<file path="config.mk">
export PLATFORM = sky130hd
export DESIGN_NAME = i2c_cmd_master
export DESIGN_NICKNAME = d
export VERILOG_FILES = /design/src/rtl/i2c_cmd_pkg.sv /design/src/rtl/i2c_rate_gen.sv /design/src/rtl/i2c_cmd_gate.sv /design/src/rtl/i2c_bit_shifter.sv /design/src/rtl/i2c_cmd_master.sv
export SDC_FILE = /design/constraint.sdc
export NUM_CORES = 1
export LEC_CHECK = 0
export ABC_AREA = 1
export CAP_MARGIN = 20
export CELL_PAD_IN_SITES_DETAIL_PLACEMENT = 1
export CELL_PAD_IN_SITES_GLOBAL_PLACEMENT = 2
export CORE_UTILIZATION = 30
export DETAILED_ROUTE_END_ITERATION = 8
export PLACE_DENSITY = 0.82
export SLEW_MARGIN = 10
export SYNTH_ARGS = -nofsm -noshare
export SYNTH_HDL_FRONTEND = slang
export SYNTH_SLANG_ARGS = --single-unit
export TNS_END_PERCENT = 50
</file>
<file path="constraint.sdc">
create_clock -name clk -period 2.1 [get_ports clk]
set_clock_uncertainty 0.1 [all_clocks]
set_input_delay 0.21 -clock clk [delete_from_list [all_inputs] [get_ports clk]]
set_output_delay 0.21 -clock clk [all_outputs]
set_load 0.05 [all_outputs]
</file>
<file path="src/rtl/i2c_cmd_pkg.sv">
`timescale 1ns/1ps
package i2c_cmd_pkg;

    typedef enum logic [2:0] {
        CMD_NONE,
        CMD_START,
        CMD_STOP,
        CMD_WRITE,
        CMD_READ
    } cmd_e;

    typedef enum logic [3:0] {
        ST_IDLE,
        ST_HELD,
        ST_RS_REL,
        ST_STA_SETUP,
        ST_STA_HOLD,
        ST_BIT_LO,
        ST_BIT_HI,
        ST_STO_LO,
        ST_STO_HI,
        ST_STO_REL
    } state_e;

endpackage

</file>
<file path="src/rtl/i2c_rate_gen.sv">
`timescale 1ns/1ps
// Phase timer: tick marks the last cycle of a phase, mid its centre.
module i2c_rate_gen #(
    parameter int DIV_W      = 8,
    parameter int MIN_RELOAD = 2
) (
    input  logic             clk,
    input  logic             rst_n,
    input  logic             run,
    input  logic [DIV_W-1:0] reload,
    output logic             tick,
    output logic             mid
);
    localparam logic [DIV_W-1:0] MIN_R = DIV_W'(MIN_RELOAD);

    logic [DIV_W-1:0] eff;
    logic [DIV_W-1:0] cnt;

    assign eff  = (reload < MIN_R) ? MIN_R : reload;
    assign tick = run && (cnt == eff);
    assign mid  = run && (cnt == (eff >> 1));

    always_ff @(posedge clk) begin
        if (!rst_n) begin
            cnt <= '0;
        end else if (!run || tick) begin
            cnt <= '0;
        end else begin
            cnt <= cnt + 1'b1;
        end
    end

    // a phase never runs past the clamped reload value
    assert_phase_bounded_R8: assert property (@(posedge clk) disable iff (!rst_n)
        run |-> (cnt <= eff));

endmodule

</file>
<file path="src/rtl/i2c_cmd_gate.sv">
`timescale 1ns/1ps
// Decides which strobe is taken and which ones collide.
module i2c_cmd_gate
    import i2c_cmd_pkg::*;
(
    input  logic engine_busy,
    input  logic bus_owned,
    input  logic cmd_start,
    input  logic cmd_stop,
    input  logic cmd_write,
    input  logic cmd_read,
    output cmd_e accepted,
    output logic collide
);
    logic any_cmd;
    assign any_cmd = cmd_start | cmd_stop | cmd_write | cmd_read;

    always_comb begin
        accepted = CMD_NONE;
        collide  = 1'b0;
        if (engine_busy) begin
            collide = any_cmd;
        end else if (!bus_owned) begin
            if (cmd_start) begin
                accepted = CMD_START;
            end else begin
                collide = any_cmd;
            end
        end else if (cmd_start) begin
            accepted = CMD_START;
        end else if (cmd_stop) begin
            accepted = CMD_STOP;
        end else if (cmd_write) begin
            accepted = CMD_WRITE;
        end else if (cmd_read) begin
            accepted = CMD_READ;
        end
    end
endmodule

</file>
<file path="src/rtl/i2c_bit_shifter.sv">
`timescale 1ns/1ps
// Nine-bit transmit and receive shift paths with bit position.
module i2c_bit_shifter #(
    parameter int FRAME = 9
) (
    input  logic             clk,
    input  logic             rst_n,
    input  logic             load,
    input  logic [FRAME-1:0] load_bits,
    input  logic             advance,
    input  logic             sample,
    input  logic             sda_in,
    output logic             tx_bit,
    output logic [FRAME-1:0] rx_bits,
    output logic             last_bit
);
    localparam int IDX_W = $clog2(FRAME) + 1;

    logic [FRAME-1:0] tx_sr;
    logic [IDX_W-1:0] idx;

    assign tx_bit   = tx_sr[FRAME-1];
    assign last_bit = (idx == IDX_W'(FRAME - 1));

    always_ff @(posedge clk) begin
        if (!rst_n) begin
            tx_sr   <= '1;
            rx_bits <= '0;
            idx     <= '0;
        end else if (load) begin
            tx_sr   <= load_bits;
            rx_bits <= '0;
            idx     <= '0;
        end else begin
            if (sample) begin
                rx_bits <= {rx_bits[FRAME-2:0], sda_in};
            end
            if (advance) begin
                tx_sr <= {tx_sr[FRAME-2:0], 1'b1};
                idx   <= idx + 1'b1;
            end
        end
    end
endmodule

</file>
<file path="src/rtl/i2c_cmd_master.sv">
`timescale 1ns/1ps
module i2c_cmd_master
    import i2c_cmd_pkg::*;
#(
    parameter int DIV_W  = 8,
    parameter int DATA_W = 8
) (
    input  logic              clk,
    input  logic              rst_n,
    input  logic [DIV_W-1:0]  div_reload,
    input  logic              cmd_start,
    input  logic              cmd_stop,
    input  logic              cmd_write,
    input  logic              cmd_read,
    input  logic [DATA_W-1:0] wr_data,
    input  logic              rd_ack_val,
    input  logic              flag_clr,
    input  logic              sda_i,
    output logic              scl_o,
    output logic              sda_oe,
    output logic [DATA_W-1:0] rd_data,
    output logic              ack_rx,
    output logic              done_flag,
    output logic              busy,
    output logic              start_en,
    output logic              stop_en,
    output logic              wcol
);
    localparam int FRAME = DATA_W + 1;

    state_e            state, nstate;
    cmd_e              acc;
    logic              collide;
    logic              tick, mid;
    logic              tx_bit, last_bit;
    logic [FRAME-1:0]  rx_bits;
    logic [FRAME-1:0]  load_bits;
    logic              is_read;
    logic              finish;
    logic              bus_owned;

    assign busy      = (state != ST_IDLE) && (state != ST_HELD);
    assign bus_owned = (state == ST_HELD);

    i2c_cmd_gate u_gate (
        .engine_busy (busy),
        .bus_owned   (bus_owned),
        .cmd_start   (cmd_start),
        .cmd_stop    (cmd_stop),
        .cmd_write   (cmd_write),
        .cmd_read    (cmd_read),
        .accepted    (acc),
        .collide     (collide)
    );

    i2c_rate_gen #(.DIV_W(DIV_W), .MIN_RELOAD(2)) u_rate (
        .clk    (clk),
        .rst_n  (rst_n),
        .run    (busy),
        .reload (div_reload),
        .tick   (tick),
        .mid    (mid)
    );

    // write: data then released ack slot; read: released data then own ack
    assign load_bits = (acc == CMD_WRITE) ? {wr_data, 1'b1}
                                          : {{DATA_W{1'b1}}, rd_ack_val};

    i2c_bit_shifter #(.FRAME(FRAME)) u_shift (
        .clk       (clk),
        .rst_n     (rst_n),
        .load      ((acc == CMD_WRITE) || (acc == CMD_READ)),
        .load_bits (load_bits),
        .advance   ((state == ST_BIT_HI) && tick),
        .sample    ((state == ST_BIT_HI) && mid),
        .sda_in    (sda_i),
        .tx_bit    (tx_bit),
        .rx_bits   (rx_bits),
        .last_bit  (last_bit)
    );

    assign finish = tick && ((state == ST_STA_HOLD) || (state == ST_STO_REL) ||
                             ((state == ST_BIT_HI) && last_bit));

    // state register
    always_ff @(posedge clk) begin
        if (!rst_n) begin
            state <= ST_IDLE;
        end else begin
            state <= nstate;
        end
    end

    // next state
    always_comb begin
        nstate = state;
        unique case (state)
            ST_IDLE:      if (acc == CMD_START) nstate = ST_STA_SETUP;
            ST_HELD: begin
                unique case (acc)
                    CMD_START:           nstate = ST_RS_REL;
                    CMD_STOP:            nstate = ST_STO_LO;
                    CMD_WRITE, CMD_READ: nstate = ST_BIT_LO;
                    default:             nstate = ST_HELD;
                endcase
            end
            ST_RS_REL:    if (tick) nstate = ST_STA_SETUP;
            ST_STA_SETUP: if (tick) nstate = ST_STA_HOLD;
            ST_STA_HOLD:  if (tick) nstate = ST_HELD;
            ST_BIT_LO:    if (tick) nstate = ST_BIT_HI;
            ST_BIT_HI:    if (tick) nstate = last_bit ? ST_HELD : ST_BIT_LO;
            ST_STO_LO:    if (tick) nstate = ST_STO_HI;
            ST_STO_HI:    if (tick) nstate = ST_STO_REL;
            ST_STO_REL:   if (tick) nstate = ST_IDLE;
            default:      nstate = ST_IDLE;
        endcase
    end

    // registered outputs and status
    always_ff @(posedge clk) begin
        if (!rst_n) begin
            scl_o     <= 1'b1;
            sda_oe    <= 1'b0;
            rd_data   <= '0;
            ack_rx    <= 1'b0;
            done_flag <= 1'b0;
            wcol      <= 1'b0;
            start_en  <= 1'b0;
            stop_en   <= 1'b0;
            is_read   <= 1'b0;
        end else begin
            if (finish) begin
                done_flag <= 1'b1;
            end else if (flag_clr) begin
                done_flag <= 1'b0;
            end

            if (collide) begin
                wcol <= 1'b1;
            end else if (flag_clr) begin
                wcol <= 1'b0;
            end

            if (acc == CMD_START) start_en <= 1'b1;
            if (acc == CMD_STOP)  stop_en  <= 1'b1;
            if (finish) begin
                start_en <= 1'b0;
                stop_en  <= 1'b0;
            end

            if (acc == CMD_WRITE) is_read <= 1'b0;
            if (acc == CMD_READ)  is_read <= 1'b1;

            unique case (state)
                ST_IDLE, ST_HELD: begin
                end
                ST_RS_REL: begin
                    if (mid)  sda_oe <= 1'b0;
                    if (tick) scl_o  <= 1'b1;
                end
                ST_STA_SETUP: begin
                    if (tick) sda_oe <= 1'b1;
                end
                ST_STA_HOLD: begin
                    if (tick) scl_o <= 1'b0;
                end
                ST_BIT_LO: begin
                    if (mid)  sda_oe <= ~tx_bit;
                    if (tick) scl_o  <= 1'b1;
                end
                ST_BIT_HI: begin
                    if (tick) begin
                        scl_o <= 1'b0;
                        if (last_bit) begin
                            if (is_read) begin
                                rd_data <= rx_bits[FRAME-1:1];
                            end else begin
                                ack_rx <= rx_bits[0];
                            end
                        end
                    end
                end
                ST_STO_LO: begin
                    if (mid)  sda_oe <= 1'b1;
                    if (tick) scl_o  <= 1'b1;
                end
                ST_STO_HI: begin
                    if (tick) sda_oe <= 1'b0;
                end
                ST_STO_REL: begin
                end
                default: begin
                end
            endcase
        end
    end

    // a free bus is released on both wires
    assert_free_bus_released_R1: assert property (@(posedge clk) disable iff (!rst_n)
        (state == ST_IDLE) |-> (scl_o && !sda_oe));

    // SDA moves with SCL high only as a START or STOP edge
    assert_sda_quiet_scl_high_R4: assert property (@(posedge clk) disable iff (!rst_n)
        (scl_o && $past(scl_o) && state != ST_STA_HOLD && state != ST_STO_REL)
            |-> $stable(sda_oe));

    // the ninth falling SCL of a byte raises the completion flag
    assert_byte_done_R6: assert property (@(posedge clk) disable iff (!rst_n)
        (state == ST_BIT_HI && tick && last_bit) |=> done_flag);

    // the completion flag is sticky until cleared
    assert_flag_sticky_R6: assert property (@(posedge clk) disable iff (!rst_n)
        (done_flag && !flag_clr) |=> done_flag);

    // SCL only toggles on a phase boundary
    assert_scl_edge_on_tick_R8: assert property (@(posedge clk) disable iff (!rst_n)
        (scl_o != $past(scl_o)) |-> $past(tick));

    // condition enables are clear whenever the engine waits
    assert_enables_idle_R9: assert property (@(posedge clk) disable iff (!rst_n)
        (state == ST_IDLE || state == ST_HELD) |-> (!start_en && !stop_en));

    // a strobe during a busy event is flagged
    assert_busy_collides_R10: assert property (@(posedge clk) disable iff (!rst_n)
        (busy && (cmd_start || cmd_stop || cmd_write || cmd_read)) |=> wcol);

    // byte or stop strobe on a free bus is flagged and starts nothing
    assert_free_bus_reject_R11: assert property (@(posedge clk) disable iff (!rst_n)
        (state == ST_IDLE && !cmd_start && (cmd_stop || cmd_write || cmd_read))
            |=> (wcol && state == ST_IDLE));

endmodule

</file>
Word-level counts from Yosys, hierarchy flattened
Index checks and enable logic that the tools add are counted.
- mux-type cells: 38
- add/subtract/negate cells: 2
- order comparisons: 1
- bitwise operators: 6
- equality and inequality tests: 31
- reductions and logical operators: 31
- operators with widths (cell ; number):
    $pmux 4 s10 ; 1
    $mux 4 ; 9
    $mux 9 ; 3
    $ne 2x2->1 const B ; 12
    $mux 3 ; 7
    $eq 4x3->1 const B ; 4
    $mux 1 ; 14
    $reduce_bool 2->1 ; 5
    $reduce_or 2->1 ; 5
    $pmux 3 s3 ; 1
    $reduce_and 9->1 ; 1
    $add 8x1->8 const B ; 1
    $eq 4x2->1 const B ; 2
    $eq 4x4->1 const B ; 2
    $eq 8x7->1 ; 1
    $eq 8x8->1 ; 1
    $lt 8x2->1 const B ; 1
    $mux 8 ; 1
    $reduce_and 4->1 ; 2
    $logic_and 1x1->1 ; 7
    $eq 3x2->1 const B ; 2
    $reduce_and 6->1 ; 1
    $add 5x1->5 const B ; 1
    $eq 5x4->1 const B ; 1
    other kinds (16) ; 24
- output and inout bits: 16
- flip-flop bits (word level): 51
- word-level logic and storage cells: 123
- input bits: 25

Longest topological paths before layout
Gate-level depths: netlist of the first run.
- depth after elaboration: 10
- mapped depth: 15
- mapped depth without buffers: 14

Modules after synthesis
Synthesis of the first run repeated with hierarchy kept, for this count alone.
- cells, all modules: 415
- area, all modules: 2740.1 sq um
- modules (own cells, without submodules) (module ; cells an instance ; area each (sq um) ; seq. area each (sq um) ; times used):
    i2c_cmd_master ; 171 ; 1113.6 ; 400.4 ; 1
    i2c_bit_shifter ; 121 ; 928.4 ; 460.4 ; 1
    i2c_rate_gen ; 106 ; 623.1 ; 160.2 ; 1
    i2c_cmd_gate ; 17 ; 75.1 ; 0.0 ; 1

Least setup slack after synthesis of the first run
No wires, ideal clock.
- kind: reg-to-reg
- start point: register u_rate.cnt[2]
- end point: register u_shift.tx_sr[1]
- path buffers: 2
- slack: 406 ps
- clock period less this slack: 1694 ps
- required time: 1866 ps
- setup time: 134 ps
- arrival: 1460 ps
- stages on the path, launching flop included: 14
- cell sequence: dfxtp_1 buf_6 inv_2 nand2_2 nand2_1 nor2_2 nand2_1 nor2_2 nand2_2 nor2_8 nand3_4 buf_2 nand3_1 nand3_1
- longest elaborated chain between the ends: 4
- ends and longest elaborated chain (item ; line ; RTL):
    start, declared ; i2c_rate_gen.sv:17 ; logic [DIV_W-1:0] cnt;
    start signal, assigned ; i2c_rate_gen.sv:29 ; cnt <= cnt + 1'b1;
    $eq 8x8->1 ; i2c_rate_gen.sv:20 ; assign tick = run && (cnt == eff);
    $logic_and 1x1->1 ; i2c_rate_gen.sv:20 ;
    $logic_and 1x1->1 ; i2c_cmd_master.sv:74 ; .advance ((state == ST_BIT_HI) && tick),
    $reduce_bool 2->1 (no source line) ; - ;
    end signal, assigned ; i2c_bit_shifter.sv:31 ; tx_sr <= load_bits;
    end signal, assigned ; i2c_bit_shifter.sv:39 ; tx_sr <= {tx_sr[FRAME-2:0], 1'b1};
    end, declared ; i2c_bit_shifter.sv:19 ; logic [FRAME-1:0] tx_sr;
Every way passes these cells.
A chain may end at the register's enable or synchronous reset.

Final worst setup path of the first run
- start point: input div_reload[2]
- end point: register u_shift.idx[3]
- longest elaborated chain between the ends: 5
- ends and longest elaborated chain (item ; line ; RTL):
    start, declared ; i2c_cmd_master.sv:10 ; input logic [DIV_W-1:0] div_reload,
    $lt 8x2->1 ; i2c_rate_gen.sv:19 ; assign eff = (reload < MIN_R) ? MIN_R : reload;
    $mux 8 (*) ; i2c_rate_gen.sv:19 ;
    $eq 8x8->1 (*) ; i2c_rate_gen.sv:20 ;
    $logic_and 1x1->1 (*) ; i2c_rate_gen.sv:20 ;
    $logic_and 1x1->1 (*) ; i2c_cmd_master.sv:74 ;
    end signal, assigned ; i2c_bit_shifter.sv:40 ; idx <= idx + 1'b1;
    end, declared ; i2c_bit_shifter.sv:20 ; logic [IDX_W-1:0] idx;
Every way passes the cells marked *; elsewhere a longest branch is shown, timed or not.

==> summary.md, run 1 <==
| Metric | Value |
|---|---|
| Share of total power in the clock network | `20.6%` |
| CTS tree | `built` |
| Max Freq | `516 MHz` |
| Met2 usage | `30.7%` |
| Sw Ratio | `42.2%` |
| Max_cap viols | `0` |
| Vias per std cell | `4.62` |
| Synth Area per Inst | `6.49 um2` |
| Crit end category | `flop` |
| Crit-path max FO | `13` |
| Hold slack | `379 ps` |
| Routing usage on met3 | `2.15%` |
| Net Sw Power | `0.00130 W` |
| Critical Path Max Stage Delay | `540 ps` |
| Final min period | `1940 ps` |
| Congestion Overflow GR | `0` |
| Mapped Cells | `451` |
| RSZ-0062 raised after global routing | `yes` |
| Vias | `3015` |
| Vias in the first global route | `3047` |
| Met1 GRT Util | `21.5%` |
| Post-route cell area | `3800 um2` |
| Setup-failing EPs final | `0` |
| Crit path kind | `in2reg` |
| DRT iter0 DRCs | `48` |
| P_leak | `1.77 nW` |
| Placed cell areas | `3700 um2` |
| Max clock buf depth | `2` |
| Die area | `10200 um2` |
| Synth Net Count | `479` |
| Ant diodes | `0` |
| Int Pwr | `0.00178 W` |
| Clock transition at the registers of the reported paths | `110 ps` |
| Initial antenna violation count | `0` |
| First-pass GRT wire length | `13900 um` |
| Cts repair resizes | `0` |
| Crit path max-delay family | `simple AND/OR/NAND/NOR gates` |
| Layout cell share with drive strength beyond 1 | `16.8%` |
| Worst path most repeated cell | `nand2_1` |
| Run status | `complete, no violations` |
| Endpoints failing hold | `0` |
| Startpoint Class | `input pin` |
| Hold_buf cts | `0` |
| Pins Over Slew Limit | `0` |
| Max VDD drop | `0.452 mV` |
| Seq/Total Area, Yosys | `34.9%` |
| Post-Syn Area | `2930 um2` |
| Slowest-stage cell, CP | `clkdlybuf4s50_1` |
| Slew @ Worst Pin | `501 ps` |
| WP buf/inv | `3` |
| Crit path DAT | `2050 ps` |
| 1st-pass router iterations | `4` |
| PD cells | `812 nW/um2` |
| Largest net degree at the start of global routing | `19` |
| Ports | `41` |
| DR WL/cell | `12.3 um` |
| DRC violations left | `0` |
| Setup repair bufs after CTS | `0` |
| CTS Buf Count | `5` |
| Layer carrying the most global-route usage | `met2` |
| Standard-cell rows | `35` |
| Area Growth Syn to Fin | `29.8%` |
| Reg power frac | `37.5%` |
| Routed Antenna Nets | `0` |
| Critical path data required time | `2210 ps` |
| Fin crit share | `92.3%` |
| Reg2Reg Setup Slack | `200 ps` |
| Chip Width | `101 um` |
| HP Class | `reg2reg` |
| Routed wire length | `8060 um` |
| YS warnings | `0` |
| Clock sinks | `51` |
| Worst skew pair latency | `310 ps` |
| Register bit count reported by yosys | `51` |
| GR Util All Layers | `17.0%` |
| Core Box Area | `9330 um2` |
| Detail Placement HPWL | `6350 um` |
| Port-buffer cells | `40` |
| Gpl congestion | `0.796` |
| Initial core utilization | `31.4%` |
| H-tree depth | `2` |
| Max-slew headroom | `66.5%` |
| Nets | `551` |
| Number of distinct library cells after synthesis | `33` |
| Die H | `101 um` |
| Critical path cell sequence | `clkdlybuf4s50_1 > inv_1 > nand2_1 > nand2_1 > nor2_2 > nand2_1 > nor2_2 > nand2_2 > nor2_8 > nand3_4 > buf_4 > nand2_1 > a21oi_1` |
| Combinational power share | `41.9%` |
| Root Buffer | `clkbuf_8` |
==> power groups by stage <==
stage | registers [W] | clock network (W) | logic [W]
2_1_floorplan | 0.00118 | 0 | 0.000853
3_3_place_gp | 0.00118 | 0 | 0.00129
3_5_place_dp | 0.00118 | 0 | 0.00131
4_1_cts | 0.00115 | 0.000659 | 0.00131
5_1_grt | 0.00117 | 0.000689 | 0.00145
6_report | 0.00116 | 0.000635 | 0.00129
==> Yosys cell counts <==
cell / n / area, um2
nor3_1: 18 / 90.1
dfxtp_1: 51 / 1020
nor3_4: 2 / 32.5
o22ai_1: 1 / 6.26
nor2_2: 5 / 31.3
a31oi_1: 1 / 6.26
inv_1: 46 / 173
nor2_4: 2 / 22.5
buf_2: 3 / 15.0
o21ai_1: 7 / 35.0
nand4_1: 3 / 18.8
clkbuf_1: 2 / 7.51
nand2_1: 105 / 394
buf_6: 2 / 22.5
xnor2_1: 2 / 17.5
nand3b_1: 1 / 7.51
ha_1: 3 / 37.5
buf_4: 4 / 30.0
nor2_8: 2 / 40.0
nand3_4: 1 / 17.5
nand2_2: 9 / 56.3
or2_0: 1 / 6.26
nand3_1: 44 / 220
o21ai_0: 17 / 85.1
nand4_4: 1 / 21.3
nor3b_1: 1 / 7.51
nor2_1: 72 / 270
o31ai_1: 1 / 7.51
a21oi_1: 23 / 115
xor2_1: 3 / 26.3
nand2_4: 1 / 11.3
nand3_2: 2 / 20.0
inv_2: 15 / 56.3
==> layout make-up <==
| cell class | count | area (um2) |
|---|---|---|
| Fill cell | 1232 | 5530 |
| Sequential cell | 51 | 1020 |
| Tap cell | 129 | 161 |
| Clock inverter | 3 | 28.8 |
| Inverter | 61 | 229 |
| Timing Repair Buffer | 76 | 681 |
| Clock buffer | 5 | 68.8 |
| Multi-Input combinational cell | 328 | 1610 |
==> tightest hold or removal path: stages, from the launching register on <==
cell	delay [ps]
dfxtp_1	330
inv_1	60
a21oi_1	60
==> registers in the layout, indices dropped and copies added (netlist names) <==
signal / flops
stop_en: 1
rd_data: 8
u_shift.idx: 5
done_flag: 1
is_read: 1
u_shift.rx_bits: 9
u_rate.cnt: 8
sda_oe: 1
start_en: 1
state: 4
ack_rx: 1
scl_o: 1
wcol: 1
u_shift.tx_sr: 9
==> kinds of logic (layout without fill, tap and decap cells) <==
kind of cell               count (synthesis)  in the layout  share of synthesized area (%)
buffers and inverters                     72            145                           10.4
AOI/OAI and AO/OA                         50             50                           8.71
and+or+nand+nor                          270            270                           43.3
DFF                                       51             51                           34.9
xor gates and xnor gates                   5              5                           1.50
adders and majority gates                  3              3                           1.28
==> routing by layer <==
metal / wire [um] / vias to the layer above / share of wire (%)
li1: - / 1574 / -
met1: 3930 / 1390 / 49
met2: 3850 / 45 / 48
met3: 191 / 6 / 2.4
met4: 83 / 0 / 1.0
met5: 0 / - / 0
==> cell usage in the layout (no fill, tap or decap), drive strengths merged <==
| master | instances |
|---|---|
| buf | 37 |
| clkinv | 2 |
| clkdlybuf4s50 | 39 |
| a21oi | 23 |
| o21ai | 24 |
| nor2 | 81 |
| a31oi | 1 |
| or2 | 1 |
| nor3b | 1 |
| nand3b | 1 |
| dfxtp | 51 |
| xnor2 | 2 |
| o31ai | 1 |
| clkbuf | 5 |
| xor2 | 3 |
| nand2 | 115 |
| nand4 | 4 |
| nor3 | 20 |
| ha | 3 |
| o22ai | 1 |
| nand3 | 47 |
| inv | 62 |
==> final timing paths <==
kind | endpoint | startpoint | cells after the start
worst max register to register | u_shift.idx[3] | u_rate.cnt[3] | 12
worst min-delay path | u_shift.rx_bits[5] | u_shift.rx_bits[4] | 2
worst max-delay path | u_shift.idx[3] | div_reload[2] | 13
worst min register to register | u_shift.rx_bits[5] | u_shift.rx_bits[4] | 2
==> per-stage QoR <==
stage	setup WS, ps	setup TNS (ps)	std cells	util [%]	power, W
detailed placement	-176	-4760	645	39.6	0.00248
CTS	125	0	653	40.7	0.00312
floorplan	406	0	451	-	0.00203
finish	162	0	653	40.8	0.00309
global placement	-139	-3540	645	39.6	0.00246
global route	-2.80	-2.80	653	40.8	0.00331
Note: power is estimated with default switching activity, not from simulation.
==> inputs of run 2 (changes only) <==
--- a/config.mk
+++ b/config.mk
@@ -12,7 +12,7 @@
 export CORE_UTILIZATION = 30
 export DETAILED_ROUTE_END_ITERATION = 8
 export PLACE_DENSITY = 0.82
-export SLEW_MARGIN = 10
+export SLEW_MARGIN = 20
 export SYNTH_ARGS = -nofsm -noshare
 export SYNTH_HDL_FRONTEND = slang
 export SYNTH_SLANG_ARGS = --single-unit
==> results of run 2 <==
Same layout as run 1: the final DEF is identical, and so are final timing and power.
